==> src/rtl/cap_touch_pkg.sv <==
package cap_touch_pkg;
    typedef enum logic [1:0] {
        ST_SEED   = 2'd0,
        ST_IDLE   = 2'd1,
        ST_ARMING = 2'd2,
        ST_ON     = 2'd3
    } sense_state_t;

    localparam int unsigned FINGER_FLOOR = 3;
endpackage

==> src/rtl/cap_diff_calc.sv <==
module cap_diff_calc #(
    parameter int unsigned CNT_W = 16,
    parameter int unsigned TH_W  = 8
) (
    input  logic [CNT_W-1:0] raw,
    input  logic [CNT_W-1:0] base,
    input  logic [TH_W-1:0]  finger_th,
    input  logic [TH_W-1:0]  noise_th,
    input  logic [TH_W-1:0]  hyst,
    output logic             over_finger,
    output logic             over_noise,
    output logic             under_release,
    output logic             raw_above,
    output logic             raw_below
);
    import cap_touch_pkg::*;

    logic [CNT_W:0]   wide_diff;
    logic [CNT_W-1:0] diff;
    logic [TH_W-1:0]  eff_finger;
    logic [TH_W-1:0]  release_lvl;

    always_comb begin
        // Signed difference with one guard bit; negative clamps to zero.
        wide_diff = {1'b0, raw} - {1'b0, base};
        diff      = wide_diff[CNT_W] ? '0 : wide_diff[CNT_W-1:0];

        // Finger threshold never drops below the floor.
        eff_finger = (finger_th < TH_W'(FINGER_FLOOR)) ? TH_W'(FINGER_FLOOR) : finger_th;

        // Release level saturates at zero.
        release_lvl = (eff_finger > hyst) ? (eff_finger - hyst) : '0;

        over_finger   = diff > CNT_W'(eff_finger);
        over_noise    = diff > CNT_W'(noise_th);
        under_release = diff < CNT_W'(release_lvl);
        raw_above     = raw > base;
        raw_below     = raw < base;
    end
endmodule

==> src/rtl/cap_sensor_fsm.sv <==
module cap_sensor_fsm #(
    parameter int unsigned CNT_W = 16,
    parameter int unsigned DB_W  = 4
) (
    input  logic             clk,
    input  logic             rst_n,
    input  logic             enable,
    input  logic             force_seed,
    input  logic             smp_valid,
    input  logic [CNT_W-1:0] smp_raw,
    input  logic [DB_W-1:0]  debounce_n,
    input  logic             over_finger,
    input  logic             over_noise,
    input  logic             under_release,
    input  logic             raw_above,
    input  logic             raw_below,
    output logic [CNT_W-1:0] base,
    output logic             is_on
);
    import cap_touch_pkg::*;

    sense_state_t     state_q, state_d;
    logic [CNT_W-1:0] base_q, base_d;
    logic [DB_W-1:0]  cnt_q, cnt_d;
    logic [DB_W-1:0]  need;
    logic [DB_W-1:0]  cnt_inc;

    always_comb begin
        need    = (debounce_n == '0) ? DB_W'(1) : debounce_n;
        cnt_inc = cnt_q + DB_W'(1);
    end

    // Next-state logic.
    always_comb begin
        state_d = state_q;
        base_d  = base_q;
        cnt_d   = cnt_q;
        if (!enable || force_seed) begin
            state_d = ST_SEED;
            cnt_d   = '0;
        end else if (smp_valid) begin
            unique case (state_q)
                ST_SEED: begin
                    base_d  = smp_raw;
                    state_d = ST_IDLE;
                    cnt_d   = '0;
                end
                ST_IDLE: begin
                    if (over_finger) begin
                        if (need == DB_W'(1)) begin
                            state_d = ST_ON;
                            cnt_d   = '0;
                        end else begin
                            state_d = ST_ARMING;
                            cnt_d   = DB_W'(1);
                        end
                    end
                end
                ST_ARMING: begin
                    if (over_finger) begin
                        if (cnt_inc >= need) begin
                            state_d = ST_ON;
                            cnt_d   = '0;
                        end else begin
                            cnt_d = cnt_inc;
                        end
                    end else begin
                        state_d = ST_IDLE;
                        cnt_d   = '0;
                    end
                end
                ST_ON: begin
                    if (under_release) begin
                        state_d = ST_IDLE;
                    end
                end
                default: state_d = ST_SEED;
            endcase
            // Baseline tracking for quiet samples.
            if (state_q != ST_SEED && !over_noise) begin
                if (raw_above) begin
                    base_d = base_q + CNT_W'(1);
                end else if (raw_below) begin
                    base_d = base_q - CNT_W'(1);
                end
            end
        end
    end

    // State register.
    always_ff @(posedge clk or negedge rst_n) begin
        if (!rst_n) begin
            state_q <= ST_SEED;
            base_q  <= '0;
            cnt_q   <= '0;
        end else begin
            state_q <= state_d;
            base_q  <= base_d;
            cnt_q   <= cnt_d;
        end
    end

    // Outputs.
    always_comb begin
        base  = base_q;
        is_on = (state_q == ST_ON) && enable;
    end
endmodule

==> src/rtl/cap_touch_judge.sv <==
module cap_touch_judge #(
    parameter int unsigned N_SENSORS = 2,
    parameter int unsigned CNT_W     = 16,
    parameter int unsigned TH_W      = 8,
    parameter int unsigned DB_W      = 4,
    localparam int unsigned IDX_W    = (N_SENSORS > 1) ? $clog2(N_SENSORS) : 1
) (
    input  logic                 clk,
    input  logic                 rst_n,
    input  logic                 sample_valid,
    input  logic [IDX_W-1:0]     sample_idx,
    input  logic [CNT_W-1:0]     sample_raw,
    input  logic [N_SENSORS-1:0] sensor_en,
    input  logic [TH_W-1:0]      finger_th,
    input  logic [TH_W-1:0]      noise_th,
    input  logic [TH_W-1:0]      hyst,
    input  logic [DB_W-1:0]      debounce_n,
    input  logic                 bl_reset,
    output logic [N_SENSORS-1:0] status
);
    for (genvar gi = 0; gi < N_SENSORS; gi++) begin : g_sensor
        logic             hit;
        logic [CNT_W-1:0] base;
        logic             over_finger, over_noise, under_release;
        logic             raw_above, raw_below;

        assign hit = sample_valid && (sample_idx == IDX_W'(gi));

        cap_diff_calc #(.CNT_W(CNT_W), .TH_W(TH_W)) u_diff (
            .raw           (sample_raw),
            .base          (base),
            .finger_th     (finger_th),
            .noise_th      (noise_th),
            .hyst          (hyst),
            .over_finger   (over_finger),
            .over_noise    (over_noise),
            .under_release (under_release),
            .raw_above     (raw_above),
            .raw_below     (raw_below)
        );

        cap_sensor_fsm #(.CNT_W(CNT_W), .DB_W(DB_W)) u_fsm (
            .clk           (clk),
            .rst_n         (rst_n),
            .enable        (sensor_en[gi]),
            .force_seed    (bl_reset),
            .smp_valid     (hit),
            .smp_raw       (sample_raw),
            .debounce_n    (debounce_n),
            .over_finger   (over_finger),
            .over_noise    (over_noise),
            .under_release (under_release),
            .raw_above     (raw_above),
            .raw_below     (raw_below),
            .base          (base),
            .is_on         (status[gi])
        );
    end
endmodule

==> config.mk <==
export PLATFORM = sky130hd
export DESIGN_NAME = cap_touch_judge
export DESIGN_NICKNAME = d
export VERILOG_FILES = /design/src/rtl/cap_touch_pkg.sv /design/src/rtl/cap_diff_calc.sv /design/src/rtl/cap_sensor_fsm.sv /design/src/rtl/cap_touch_judge.sv
export SDC_FILE = /design/constraint.sdc
export NUM_CORES = 1
export LEC_CHECK = 0
export ABC_CLOCK_PERIOD_IN_PS = 6500
export BUFFER_PORTS_ARGS = -buffer_cell sky130_fd_sc_hd__buf_2
export CAP_MARGIN = 20
export CORE_AREA = 5 5 122 124
export CTS_CLUSTER_SIZE = 14
export DETAILED_ROUTE_END_ITERATION = 10
export DIE_AREA = 0 0 127 129
export GPL_ROUTABILITY_DRIVEN = 0
export MAX_ROUTING_LAYER = met4
export PLACE_DENSITY = 0.73
export SLEW_MARGIN = 20
export SYNTH_ARGS = -nofsm -noshare
export SYNTH_HDL_FRONTEND = slang
export SYNTH_SLANG_ARGS = --single-unit
==> constraint.sdc <==
create_clock -name clk -period 6.5 [get_ports clk]
set_input_delay 0.325 -clock clk [delete_from_list [all_inputs] [get_ports clk]]
set_output_delay 0.325 -clock clk [all_outputs]
set_load 0.05 [all_outputs]
-- Word-level counts from Yosys, hierarchy flattened
Cells that the tools add are included.
- register bits after elaboration: 44
- input bits: 51
- output and inout port bits: 2
- logic and storage cells: 113
- add/sub/neg operators: 9
- magnitude comparators: 14
- equal/unequal tests: 13
- muxes and demuxes: 41
- bitwise logic cells: 3
- reductions and logical operators: 27
- operator list (operator ; count):
    16-bit 2-to-1 mux ; 10
    16-bit by 8-bit > comparator with 1-bit output ; 4
    4-bit 2-to-1 mux ; 11
    16-bit by 16-bit subtractor with 17-bit output ; 2
    16-bit by 1-bit adder with 16-bit output (second input constant) ; 2
    16-bit > comparator ; 2
    16-bit < comparator ; 2
    16-bit by 8-bit < comparator with 1-bit output ; 2
    16-bit by 1-bit subtractor with 16-bit output (second input constant) ; 2
    2-bit 2-to-1 mux ; 12
    4-bit case mux with 3 select lines ; 2
    8-bit 2-to-1 mux ; 2
    2-bit case mux with 4 select lines ; 2
    3-bit by 2-bit != test with 1-bit output (second input constant) ; 3
    4-bit by 1-bit adder with 4-bit output (second input constant) ; 2
    2-bit == test (second input constant) ; 4
    4-bit greater-or-equal comparator ; 2
    8-bit > comparator ; 1
    8-bit by 2-bit < comparator with 1-bit output (second input constant) ; 1
    4-bit by 2-bit != test with 1-bit output (second input constant) ; 2
    4-bit AND reduction ; 2
    2-bit nonzero test ; 4
    4-bit nonzero test ; 2
    8-bit subtractor ; 1
    other kinds (12) ; 28

-- Depth between registers and ports, before layout
- depth in word-level cells: 9
- mapped depth: 22
- mapped depth without buffers: 22

-- Modules after synthesis
Synthesis repeated with hierarchy kept, for this count alone.
- cell total of the unflattened synthesis: 1096
- area total of the unflattened synthesis: 8067.7 µm²
- modules (own cells, without submodules) (module ; instances ; cells an instance ; area each (µm²)):
    cap_diff_calc ; 2 ; 291 ; 1994.4
    cap_sensor_fsm (g_sensor[1].u_fsm) ; 1 ; 256 ; 2049.5
    cap_sensor_fsm (g_sensor[0].u_fsm) ; 1 ; 256 ; 2013.2
    cap_touch_judge ; 1 ; 2 ; 16.3

-- Least setup slack after synthesis
Ideal clock, no wire load.
- kind: register to register
- from: register g_sensor[1].u_fsm.base_q[0]
- to: register g_sensor[1].u_fsm.base_q[6]
- data arrival time: 4.429 ns
- data required time: 6.374 ns
- path slack: 1.945 ns
- stages on the path, launching flop included: 21
- path buffers: 2
- path through: dfrtp_1 > ha_1 > inv_1 > fa_1 > a211oi_1 > o21a_1 > a21oi_1 > a31o_2 > a21oi_1 > clkbuf_1 > nor2_1 > ha_1 > a21o_1 > a21oi_1 > o21ai_0 > a221oi_1 > a31oi_1 > nor3_1 > a21oi_1 > clkbuf_1 > a221o_1
- longest elaborated chain between the ends: 6
- ends and longest elaborated chain (item ; line ; RTL):
    start, declared ; cap_sensor_fsm.sv:23 ; logic [CNT_W-1:0] base_q, base_d;
    start signal, assigned ; cap_sensor_fsm.sv:98 ; base_q <= base_d;
    16-bit by 16-bit subtractor with 17-bit output ; cap_diff_calc.sv:25 ; wide_diff = {1'b0, raw} - {1'b0, base};
    16-bit 2-to-1 mux ; cap_diff_calc.sv:26 ; diff = wide_diff[CNT_W] ? '0 : wide_diff[CNT_W-1:0];
    16-bit by 8-bit > comparator with 1-bit output ; cap_diff_calc.sv:35 ; over_noise = diff > CNT_W'(noise_th);
    1-bit logical NOT ; cap_sensor_fsm.sv:80 ; if (state_q != ST_SEED && !over_noise) begin
    1-bit logical AND ; cap_sensor_fsm.sv:80 ;
    16-bit 2-to-1 mux * ; cap_sensor_fsm.sv:80 ;
Mark *: on every way between the ends. The rest lies on a longest branch, timed or not.
A chain may end at the register's enable or synchronous reset.

-- Final worst setup path
- from: register g_sensor[1].u_fsm.base_q[0]
- to: register g_sensor[1].u_fsm.base_q[13]
The elaborated chain is that of the path after synthesis.

==> results.ini <==
[status]
status = completed

[floorplan]
die_y_um = 129
dieArea_um2 = 16400
start_util_pct = 53.8
design.core.area_um2 = 13700
io_pins = 53
row_count = 43
die_x_um = 127

[critical_path]
critPathMaxFanout = 13
path_class = reg -> reg
cp_common_cell = a21oi_1
crit_chain = ha_1, inv_1, fa_1, a211oi_1, o21a_1, a21oi_1, a31o_2, a21oi_1, nor2_1, ha_1, a21o_1, a21oi_1, o21ai_0, a221oi_1, a31oi_1, nor3_1, a21oi_2, a221o_1
reg2reg_slack_ps = 1100
slowest_delay_ps = 800
crit_required_ps = 6680
arrival_ps = 5580
cp-end-kind = register
cp_slowest_cell = a21oi_1
start_kind = register

[place]
hpwl_mm = 16.7
io_buffers = 52
dp.cells = 1168

[clock_network]
tritoncts = done
htreeDepth = 2
cts_buffers = 5
postCtsHoldBufs = 0
cts.sinks = 44
cts_setup_buffers = 0
clk_pin_slew_ps = 70
cts_max_path_buffers = 2
cts-root-buf = clkbuf_16
clk_latency_ps = 300
cts.repair.resized = 0

[synth]
netlist.top_cell.by_area = ha_1
synth_cell_types = 76
synth_seq_area_share_pct = 15.0
synthArstFlopShare_pct = 100
synth_ff_type = dfrtp_1
syn_area_per_cell_um2 = 7.54
yosysWarnings = 0
synthCells = 974
synth_edf_count = 0
ys_seq_elements = 44
syn_area_um2 = 7350
synthTopCellsByArea = ha_1 (18%), dfrtp_1 (15%), o21ai_0 (4.7%), a21oi_1 (4.3%), inv_1 (4.1%)
synth_top_area_share_pct = 18.4
syn_nets = 1136

[sta]
slew_headroom_pct = 32.0
setup_violations = 0
hold_violations = 0
max_freq_mhz = 185
slew_violations = 0
fin_skew_ps = 6.11
worstMarginPinSlew_ps = 1020
fin_crit_sh_pct = 83.0
fin_crit_ps = 5400
setup_tns_ps = 0
rsz0062_at_grt = false

[flow_run]
cap_violations = 0

[global_route]
grt_pass1_wl_mm = 34.8
grt_util_all_layers_pct = 26.5
grt_pass1_vias = 7000
grt_max_degree = 50
grt_antenna_before_repair = 0
overflow = 0

[detailed_routing]
ant_nets = 0
via_count = 7714
firstDrtPassIters = 5
drtIter0Drc = 937
wirelength_mm = 21.7
remaining_drc_errors = 0
wl_per_cell_um = 18.5
via_per_inst = 6.56

[final_layout]
final_common_cell = ha_1
drive_gt1_share_pct = 9.84
layout.nets = 1157
final_cell_mix = ha_1 (108), inv_1 (81), nor2_1 (70)
multi_input_area_um2 = 5750
seqCellArea_um2 = 1100
stdcell_count = 1176
final_util_pct = 57.5
diodes = 0
syn2layout_area_growth_pct = 7.02
n_fill_cell = 1329

[power]
leakage_uw = 0.00359
ir_drop_v = 0.000124
p_per_area_nw_per_um2 = 286

[min_path]
hp-class = in -> async

## cells in the mapped netlist (4+ instances only)
| cell type | count |
|---|---|
| a211o_1 | 5 |
| a211oi_1 | 20 |
| a21o_1 | 35 |
| a21oi_1 | 63 |
| a221o_1 | 22 |
| a221oi_1 | 5 |
| a22oi_1 | 10 |
| a311oi_1 | 11 |
| a31o_2 | 4 |
| a31oi_1 | 15 |
| and2_1 | 11 |
| and3_1 | 16 |
| buf_2 | 8 |
| clkbuf_1 | 33 |
| dfrtp_1 | 44 |
| ha_1 | 108 |
| inv_1 | 81 |
| nand2_1 | 53 |
| nand2b_1 | 13 |
| nand3_1 | 35 |
| nand4_1 | 15 |
| nor2_1 | 70 |
| nor2b_1 | 16 |
| nor3_1 | 29 |
| nor4_1 | 8 |
| o211ai_1 | 12 |
| o21a_1 | 8 |
| o21ai_0 | 69 |
| o21bai_1 | 9 |
| o221ai_1 | 5 |
| o22ai_1 | 15 |
| o2bb2ai_1 | 4 |
| o31ai_1 | 6 |
| or2_2 | 8 |
| or3_1 | 15 |
| or3_4 | 4 |
| xnor2_1 | 15 |
| xor2_1 | 10 |
## layout make-up
class	count	area share, %
Clock buffer	5	1.59
Clock inverter	3	0.589
Inverter	81	3.87
Multi-Input combinational cell	804	73.1
Sequential cell	44	14.0
Tap cell	180	2.86
Timing Repair Buffer	59	3.98
## registers in the layout (all words and copies together) (netlist names)
signal / cells
g_sensor.u_fsm.base: 32
g_sensor.u_fsm.cnt_q: 8
g_sensor.u_fsm.state_q: 4
## report_power, final
part,internal [µW],total [µW],switching (µW)
clock,183,309,126
sequential,326,419,93.4
combinational,607,1520,917
total,1120,2250,1140
## routing by layer
metal	track usage, %	wire (µm)	vias to the layer above	part of all wire [%]
li1	-	-	3738	-
met1	36.1	9840	3617	45
met2	41.7	9740	317	45
met3	2.82	1570	42	7.2
met4	7.70	582	0	2.7
met5	-	0	-	0
## worst max-delay path, delay by kind of cell, from the launching register on
family	cells	cell delay, ps
flops	1	480
compound gates	12	3190
buf+inv	1	50
simple gates	2	560
fa+ha+maj	3	990
## cell families after synthesis
| kind of cell | after synthesis | synth area share, % |
|---|---|---|
| buf+inv | 126 | 6.83 |
| fa+ha+maj | 111 | 19.2 |
| mux | 1 | 0.136 |
| xor+xnor | 25 | 2.98 |
| flops | 44 | 15.0 |
| simple gates | 314 | 22.5 |
| compound gates | 353 | 33.4 |
## per-stage QoR
| step | cell area (µm²) | worst slack, ps | power (µW) | hold WS, ps |
|---|---|---|---|---|
| after detailed placement | 7690 | 880 | 1900 | 472 |
| final | 7860 | 1100 | 2250 | 134 |
| after global routing | 7860 | 760 | 2440 | 196 |
| after CTS | 7860 | 904 | 2220 | 163 |
| after floorplan | 7350 | 1940 | 1550 | 29.4 |
| after global placement | 7690 | 1010 | 1880 | 467 |
## path summary, 6_finish.rpt
| path | startpoint | endpoint | cells after the start |
|---|---|---|---|
| worst max-delay path | g_sensor[1].u_fsm.base[0] | g_sensor[1].u_fsm.base[13] | 18 |
| worst min-delay path | rst_n | g_sensor[0].u_fsm.cnt_q[0] | 2 |
| worst max register to register | g_sensor[1].u_fsm.base[0] | g_sensor[1].u_fsm.base[13] | 18 |
| worst min register to register | g_sensor[0].u_fsm.cnt_q[3] | g_sensor[0].u_fsm.cnt_q[3] | 1 |
| max in group asynchronous | rst_n | g_sensor[0].u_fsm.base[14] | 2 |
| min in group clk | sample_raw[9] | g_sensor[1].u_fsm.base[9] | 2 |
No activity file was read; power rests on OpenSTA's default activity.
